--- src/rtl/gfp_pkg.sv ---
package gfp_pkg;

    // Parity group that a coordinate position belongs to (interleaved grouping).
    function automatic int unsigned grp_of(input int unsigned pos, input int unsigned nr);
        return pos % nr;
    endfunction

endpackage

--- src/rtl/gfp_parity.sv ---
module gfp_parity #(
    parameter int unsigned M = 8,
    parameter int unsigned R = 3
) (
    input  logic [M-1:0] vec,
    output logic [R-1:0] par
);
    for (genvar g = 0; g < R; g++) begin : g_grp
        always_comb begin
            par[g] = 1'b0;
            for (int k = g; k < int'(M); k += int'(R)) begin
                par[g] = par[g] ^ vec[k];
            end
        end
    end
endmodule

--- src/rtl/gfp_fault.sv ---
module gfp_fault #(
    parameter int unsigned M  = 8,
    parameter int unsigned IW = 3
) (
    input  logic [M-1:0]  vec_in,
    input  logic          hit,
    input  logic [IW-1:0] bit_sel,
    input  logic          val,
    output logic [M-1:0]  vec_out
);
    always_comb begin
        vec_out = vec_in;
        for (int k = 0; k < int'(M); k++) begin
            if (hit && (bit_sel == IW'(k))) begin
                vec_out[k] = val;
            end
        end
    end
endmodule

--- src/rtl/gfp_xstage.sv ---
module gfp_xstage #(
    parameter int unsigned M    = 8,
    parameter int unsigned R    = 3,
    parameter logic [M:0]  POLY = 9'h11B
) (
    input  logic [M-1:0] a_in,
    input  logic [R-1:0] p_in,
    output logic [M-1:0] a_out,
    output logic [R-1:0] p_out
);
    localparam logic [M-1:0] FLOW = POLY[M-1:0];
    localparam int unsigned  J0   = gfp_pkg::grp_of(M, R);

    logic         top;
    logic [R-1:0] fpar;
    logic [R-1:0] fcorr;

    assign top = a_in[M-1];

    // Constant group parities of the reduction terms.
    gfp_parity #(.M(M), .R(R)) u_fpar (.vec(FLOW), .par(fpar));

    // Datapath: shift up one and fold the dropped top coordinate back in.
    always_comb begin
        a_out = {a_in[M-2:0], 1'b0};
        if (top) begin
            a_out = a_out ^ FLOW;
        end
    end

    // Prediction: rotate groups, then correct with the polynomial's parities.
    for (genvar g = 0; g < R; g++) begin : g_pred
        localparam int unsigned SRC = (g + R - 1) % R;
        assign fcorr[g] = fpar[g] ^ (g == int'(J0));
        assign p_out[g] = p_in[SRC] ^ (top & fcorr[g]);
    end
endmodule

--- src/rtl/gfp_accum.sv ---
module gfp_accum #(
    parameter int unsigned M = 8,
    parameter int unsigned R = 3
) (
    input  logic [M-1:0][M-1:0] ax,
    input  logic [M-1:0][R-1:0] px,
    input  logic [M-1:0]        b,
    output logic [M-1:0]        c,
    output logic [R-1:0]        pp
);
    always_comb begin
        c  = '0;
        pp = '0;
        for (int i = 0; i < int'(M); i++) begin
            if (b[i]) begin
                c  = c ^ ax[i];
                pp = pp ^ px[i];
            end
        end
    end
endmodule

--- src/rtl/gfp_pmul_ced.sv ---
module gfp_pmul_ced #(
    parameter int unsigned M    = 8,
    parameter int unsigned R    = 3,
    parameter logic [M:0]  POLY = 9'h11B,
    localparam int unsigned IW  = (M > 1) ? $clog2(M) : 1
) (
    input  logic          clk,
    input  logic          rst_n,
    input  logic [M-1:0]  opa,
    input  logic [M-1:0]  opb,
    input  logic          flt_en,
    input  logic [IW-1:0] flt_idx,
    input  logic [IW-1:0] flt_bit,
    input  logic          flt_val,
    output logic [M-1:0]  prod,
    output logic [R-1:0]  par_pred,
    output logic [R-1:0]  par_act,
    output logic          err
);
    typedef struct packed {
        logic [M-1:0] prod;
        logic [R-1:0] pred;
        logic [R-1:0] act;
        logic         err;
    } res_t;

    res_t res_d, res_q;

    logic [M-1:0][M-1:0] raw;
    logic [M-1:0][M-1:0] ax;
    logic [M-1:0][R-1:0] px;
    logic [M-1:0]        c_sum;
    logic [R-1:0]        pp_sum;
    logic [R-1:0]        pa_sum;

    assign raw[0] = opa;
    gfp_parity #(.M(M), .R(R)) u_p0 (.vec(opa), .par(px[0]));

    // Ladder of multiply-by-x stages, each output passing the test override.
    for (genvar i = 0; i < int'(M); i++) begin : g_node
        gfp_fault #(.M(M), .IW(IW)) u_flt (
            .vec_in (raw[i]),
            .hit    (flt_en && (flt_idx == IW'(i))),
            .bit_sel(flt_bit),
            .val    (flt_val),
            .vec_out(ax[i])
        );
        if (i > 0) begin : g_stage
            gfp_xstage #(.M(M), .R(R), .POLY(POLY)) u_xs (
                .a_in (ax[i-1]),
                .p_in (px[i-1]),
                .a_out(raw[i]),
                .p_out(px[i])
            );
        end
    end

    gfp_accum #(.M(M), .R(R)) u_acc (
        .ax(ax), .px(px), .b(opb), .c(c_sum), .pp(pp_sum)
    );

    gfp_parity #(.M(M), .R(R)) u_pact (.vec(c_sum), .par(pa_sum));

    always_comb begin
        res_d      = res_q;
        res_d.prod = c_sum;
        res_d.pred = pp_sum;
        res_d.act  = pa_sum;
        res_d.err  = |(pp_sum ^ pa_sum);
    end

    always_ff @(posedge clk or negedge rst_n) begin
        if (!rst_n) res_q <= '0;
        else        res_q <= res_d;
    end

    assign prod     = res_q.prod;
    assign par_pred = res_q.pred;
    assign par_act  = res_q.act;
    assign err      = res_q.err;

    // outputs held clear during reset
    p_reset_clear_r1: assert property (@(posedge clk)
        (!rst_n && $past(!rst_n)) |-> (res_q == '0));

    // without an override the alarm never rises
    p_clean_no_alarm_r6: assert property (@(posedge clk) disable iff (!rst_n)
        !flt_en |=> !err);

    // zero multiplier gives zero product and zero predicted parity
    p_zero_mult_r4: assert property (@(posedge clk) disable iff (!rst_n)
        (opb == '0) |=> (prod == '0 && par_pred == '0));

    // unit multiplier passes the multiplicand through
    p_unit_mult_r9: assert property (@(posedge clk) disable iff (!rst_n)
        (opb == M'(1) && !flt_en) |=> (prod == $past(opa)));

    // zero multiplicand gives zero product
    p_zero_mcand_r2: assert property (@(posedge clk) disable iff (!rst_n)
        (opa == '0 && !flt_en) |=> (prod == '0));
endmodule

--- config.mk ---
export PLATFORM = sky130hd
export DESIGN_NAME = gfp_pmul_ced
export DESIGN_NICKNAME = d
export VERILOG_FILES = /design/src/rtl/gfp_pkg.sv /design/src/rtl/gfp_parity.sv /design/src/rtl/gfp_fault.sv /design/src/rtl/gfp_xstage.sv /design/src/rtl/gfp_accum.sv /design/src/rtl/gfp_pmul_ced.sv
export SDC_FILE = /design/constraint.sdc
export NUM_CORES = 1
export LEC_CHECK = 0
export CAP_MARGIN = 25
export CORE_ASPECT_RATIO = 1.2
export CORE_MARGIN = 2
export CORE_UTILIZATION = 40
export DETAILED_ROUTE_END_ITERATION = 12
export MAX_ROUTING_LAYER = met4
export PLACE_DENSITY_LB_ADDON = 0.2
export SYNTH_ARGS = -nofsm -noshare
export SYNTH_HDL_FRONTEND = slang
export SYNTH_SLANG_ARGS = --single-unit
--- constraint.sdc ---
create_clock -name clk -period 0.8 [get_ports clk]
set_input_delay 0.12 -clock clk [delete_from_list [all_inputs] [get_ports clk]]
set_output_delay 0.12 -clock clk [all_outputs]
set_load 0.01 [all_outputs]
==> results_dict.tcl, run 1 <==
set metrics [dict create \
    syn_area_per_cell_sq_um 7.27 \
    cts_buffers 3 \
    grt_max_degree 33 \
    maxCapViolations 0 \
    cts_tree "done" \
    routedWlPerCell_microns 20.9 \
    tightestPinTransition_ns 0.464 \
    cts_sinks 15 \
    synth-edff-count 0 \
    layout_common_cells "buf_4, nand2_1, o21ai_0" \
    critPathTopFamily "XOR/XNOR gates" \
    yosys_warnings 0 \
    fin_nets 991 \
    seq_area_frac_synth_pct 7.43 \
    async_flop_share_pct 100 \
    ant_nets 0 \
    final_core_util_pct 69.2 \
    syn_nets 721 \
    period_share_pct 443 \
    seq_area_sq_um 375 \
    final_cells 1128 \
    p_leak_nw 3.74 \
    grt_overflow 0 \
    fillCellCount 1058 \
    synth.distinct_cells 103 \
    multiInputGateArea_sq_um 5210 \
    synth.area.mux_share_pct 4.53 \
    drive_above_1_share_pct 47.6 \
    drc_errors 0 \
    detailedPlace.worstSlack_ns -3.67 \
    ctsHoldBuffers 0 \
    min_period_ns 3.55 \
    portBuffers 40 \
    setup_viol 30 \
    clockRootBuffer "clkbuf_16" \
    final_area_sq_um 8650 \
    gp_congestion 0.978 \
    netlist_area_sq_um 5050 \
    rows 45 \
    die_x_microns 107 \
    antennaDiodeCount 0 \
    place_inst 1084 \
    start_util_pct 40.4 \
    cp_max_fo 6 \
    first_pass_iters 5 \
    io_pins 41 \
    coreArea_sq_um 12500 \
    max_freq_mhz 282 \
    crit_chain "buf_8 -> or4b_4 -> buf_6 -> a2111oi_4 -> a31oi_4 -> o31ai_4 -> buf_6 -> xnor2_4 -> nor4b_4 -> a311o_1 -> nor3b_4 -> xnor3_1 -> xnor3_2 -> xnor3_1 -> nand3b_1" \
    via_per_inst 5.96 \
    powerDensity_nw_per_um2 1450 \
    postPlaceCellArea_sq_um 7430 \
    hold_slack_ns 0.226 \
    grt_pass1_vias 6642 \
    setup_ws_ns -2.75 \
    syn_to_final_growth_pct 71.1 \
    failed_checks "negative setup slack" \
    die_area_sq_um 13600 \
    final_max_slew_viol_count 0 \
    drt_iter0_markers 577 \
    synth-seq-cells 15 \
    status "complete, but fails checks" \
    synth_top_family_by_area "simple AND/OR/NAND/NOR gates" \
    vias 6725 \
    finalHoldViolCount 0 \
    htreeDepth 1 \
    slowest_stage "or4b_4" \
    setup_tns_ns -34.13 \
    worst-path-buf-inv 3 \
    place_hpwl_microns 18600 \
    ctsLongestPathBuffers 2 \
    rsz0062_at_grt "yes" \
    start_kind "input pin" \
    critPathKind "input pin to flop" \
    critPathArrivalTime_ns 3.66 \
    synth-main-ff-cell "dfrtp_1" \
    yosys.area_share.simple_pct 30.2 \
    antenna_found_initial 0 \
    relSlewSlack_pct 68.9 \
    hp-class "input pin to async pin" \
    synthCells 695 \
    max_stage_delay_ns 0.58 \
    synth_compound_gate_area_share_pct 29.0 \
    synth-xor-area-share_pct 22.2 \
    clk_pin_slew_ns 0.04 \
    synthAdderAreaFrac_pct 0 \
    final_common_cell "buf_4" \
    finalWirelength_microns 23600 \
    finalPower_mw 12.5 \
    die_y_microns 127 \
    grtUsageTotal_pct 34.8 \
    end_kind "flop" \
    ir_drop_mv 2.30 \
    cp_data_required_time_ns 0.91 \
    grt_pass1_wl_microns 35600 \
]
cells by family (layout without fill, tap and decap cells):
logic type / Yosys count / after routing
flops: 15 / 15
xor+xnor: 97 / 97
compound gates: 204 / 204
mux: 22 / 22
simple gates: 282 / 282
buf+inv: 75 / 344
cell usage after synthesis, types with 13 or more instances:
cell      count  area [sq um]
nand2_1      93           349
xnor2_1      56           490
o21ai_0      51           255
nor2_1       44           165
nand3_1      32           160
a21oi_1      28           140
clkbuf_1     28           105
buf_2        19          95.1
xor2_1       19           166
nor3_1       18          90.1
dfrtp_1      15           375
mux2i_1      15           150
inv_1        14          52.6
a22oi_1      13          97.6
routing by layer:
metal / wire [microns] / track usage, %
met1: 8950 / 38.6
met4: 2070 / 24.5
met2: 11400 / 59.1
met5: 0 / -
met3: 1130 / 2.35
where the power goes:
group	internal [mW]	switching, mW
sequential	1.18	0.0860
clock	0.672	0.270
combinational	5.80	4.50
total	7.66	4.85
flip-flops by register name, summed over array words and instances, names as in the netlist:
signal    count
err           1
prod          8
par_pred      3
par_act       3
layout make-up:
cell class,instances,share of cell area (%)
Timing Repair Buffer,325,31.5
Inverter,15,0.680
Sequential cell,15,4.34
Multi-Input combinational cell,605,60.2
Clock buffer,4,0.911
Tap cell,164,2.37
path summary, 6_finish.rpt:
check / startpoint / endpoint / slack [ns] / cells past startpoint
worst max-delay path: flt_idx[1] / err / -2.75 / 15
worst min-delay path: rst_n / prod[5] / 0.23 / 2
max in group asynchronous: rst_n / prod[7] / 0.46 / 2
min in group clk: prod[2] / prod[2] / 0.78 / 1
repair_timing:
action	4_1_cts	5_1_grt
pin swaps	54	48
endpoints found under the setup margin	30	30
hold endpoints to repair	0	0
gates resized for setup	179	90
gates cloned	1	1
buffers inserted	29	22
Power figures use the tool's default switching activity.
==> run 2: changes to the inputs <==
--- a/config.mk
+++ b/config.mk
@@ -8,7 +8,7 @@
 export CAP_MARGIN = 25
 export CORE_ASPECT_RATIO = 1.2
 export CORE_MARGIN = 2
-export CORE_UTILIZATION = 40
+export CORE_UTILIZATION = 25
 export DETAILED_ROUTE_END_ITERATION = 12
 export MAX_ROUTING_LAYER = met4
 export PLACE_DENSITY_LB_ADDON = 0.2
==> constraint.sdc (replaced) <==
create_clock -name clk -period 2.9 [get_ports clk]
set_input_delay 0.435 -clock clk [delete_from_list [all_inputs] [get_ports clk]]
set_output_delay 0.435 -clock clk [all_outputs]
set_load 0.01 [all_outputs]
==> run 2 against run 1 <==
The run still ends with negative setup slack left; critical path depth stayed put; final cell count up 9.7%; global-route usage decreased by 13 points; critical endpoint unchanged.
==> results_dict.tcl, run 2 (synthesis gave the netlist of run 1 again) <==
set metrics [dict create \
    setup_viol 14 \
    worst-path-buf-inv 3 \
    clockRootBuffer "clkbuf_16" \
    ctsHoldBuffers 0 \
    status "complete, but fails checks" \
    final_max_slew_viol_count 0 \
    critPathKind "input pin to flop" \
    hp-class "input pin to async pin" \
    via_per_inst 5.14 \
    tightestPinTransition_ns 0.595 \
    portBuffers 40 \
    antennaDiodeCount 0 \
    failed_checks "negative setup slack" \
    htreeDepth 1 \
    min_period_ns 3.77 \
    relSlewSlack_pct 60.2 \
    grt_pass1_vias 6224 \
    final_cells 1237 \
    layout_common_cells "buf_4, nand2_1, xnor2_1" \
    critPathTopFamily "XOR/XNOR gates" \
    finalWirelength_microns 22500 \
    rows 57 \
    grt_max_degree 34 \
    routedWlPerCell_microns 18.2 \
    grt_overflow 0 \
    max_freq_mhz 265 \
    cp_max_fo 7 \
    first_pass_iters 5 \
    grt_pass1_wl_microns 35000 \
    rsz0062_at_grt "yes" \
    start_util_pct 25.2 \
    final_core_util_pct 42.9 \
    drc_errors 0 \
    die_x_microns 134 \
    cts_buffers 3 \
    crit_chain "buf_2 -> buf_6 -> or3_4 -> buf_6 -> o221a_4 -> nor3_4 -> nor2_2 -> o311ai_2 -> or3_4 -> a31oi_4 -> a211oi_2 -> xnor3_2 -> xnor3_2 -> xnor3_1 -> nand3b_1" \
    die_y_microns 160 \
    start_kind "input pin" \
    coreArea_sq_um 20000 \
    io_pins 41 \
    vias 6363 \
    die_area_sq_um 21400 \
    syn_to_final_growth_pct 70.0 \
    ir_drop_mv 0.455 \
    setup_ws_ns -0.872 \
    slowest_stage "xnor3_2" \
    final_common_cell "buf_4" \
    largest_reg_flops 8 \
    place_inst 1193 \
    powerDensity_nw_per_um2 399 \
    cp_data_required_time_ns 3.01 \
    ant_nets 0 \
    maxCapViolations 0 \
    antenna_found_initial 0 \
    grtUsageTotal_pct 21.3 \
    p_leak_nw 3.66 \
    ctsLongestPathBuffers 2 \
    cts_tree "done" \
    fin_nets 999 \
    gp_congestion 0.941 \
    drt_iter0_markers 437 \
    finalHoldViolCount 0 \
    end_kind "flop" \
    cts_sinks 15 \
    period_share_pct 130 \
    place_hpwl_microns 18100 \
    critPathArrivalTime_ns 3.89 \
    max_stage_delay_ns 0.50 \
    clk_pin_slew_ns 0.04 \
    drive_above_1_share_pct 43.7 \
    fillCellCount 2080 \
]
==> run 2: changes by cell type in the layout (fill, tap and decap cells not counted), sizes merged <==
cell           before  now
clkdlybuf4s50      16   31
buf               307  300
bufbuf              0    1
clkbuf              5    4
==> run 2: how the worst max path moves through the flow <==
| stage | start | end | slack [ns] | depth (start not counted) |
|---|---|---|---|---|
| floorplan | flt_idx[1] | err | -0.66 | 13 |
| global placement | flt_bit[2] | err | -1.70 | 15 |
| detailed placement | flt_bit[2] | err | -1.75 | 15 |
| CTS | flt_idx[1] | err | -0.82 | 15 |
| global route | flt_bit[1] | err | -1.01 | 16 |
| finish | flt_bit[1] | err | -0.87 | 15 |
==> run 2: where the power goes <==
group	switching [mW]	total (mW)	internal (mW)
registers	0.0209	0.347	0.326
logic	1.16	2.83	1.67
clock network	0.0706	0.255	0.185
total	1.25	3.43	2.18
==> run 2: routing by layer <==
layer / vias to the layer above / wire length, microns / global-route usage [%]
met4: 0 / 1030 / 8.51
met1: 3012 / 9400 / 24.8
met3: 50 / 635 / 0.730
met5: - / 0 / -
met2: 191 / 11500 / 38.5
li1: 3110 / - / -
==> run 2: final cells by class <==
class / instances / area [sq um] / share of cell area [%]
multi-input combinational: 605 / 4940 / 57.5
timing repair buffer: 333 / 2810 / 32.7
sequential: 15 / 375 / 4.37
tap: 265 / 332 / 3.86
clock buffer: 4 / 78.8 / 0.918
inverter: 15 / 56.3 / 0.655
==> run 2: stage by stage <==
stage	power, mW	setup WS [ns]	hold slack [ns]	cell area [sq um]	TNS [ns]
4_1_cts	3.30	-0.815	0.598	8380	-6.21
6_report	3.43	-0.872	0.576	8590	-6.56
2_1_floorplan	1.80	-0.663	0.139	5240	-2.88
5_1_grt	3.67	-1.01	0.635	8590	-8.05
3_3_place_gp	2.81	-1.70	0.850	7610	-18.18
3_5_place_dp	2.83	-1.75	0.849	7610	-18.50
==> run 2: repair_timing <==
action	CTS	global route
endpoints found under the setup margin	15	15
gates cloned	2	0
pin swaps	35	19
setup buffers	34	7
resized for setup	107	43
==> run 3: changes to the inputs <==
--- a/config.mk
+++ b/config.mk
@@ -5,7 +5,7 @@
 export SDC_FILE = /design/constraint.sdc
 export NUM_CORES = 1
 export LEC_CHECK = 0
-export CAP_MARGIN = 25
+export CAP_MARGIN = 20
 export CORE_ASPECT_RATIO = 1.2
 export CORE_MARGIN = 2
 export CORE_UTILIZATION = 25
==> results of run 3 <==
Final layout, timing and power as in run 2 (identical DEF).
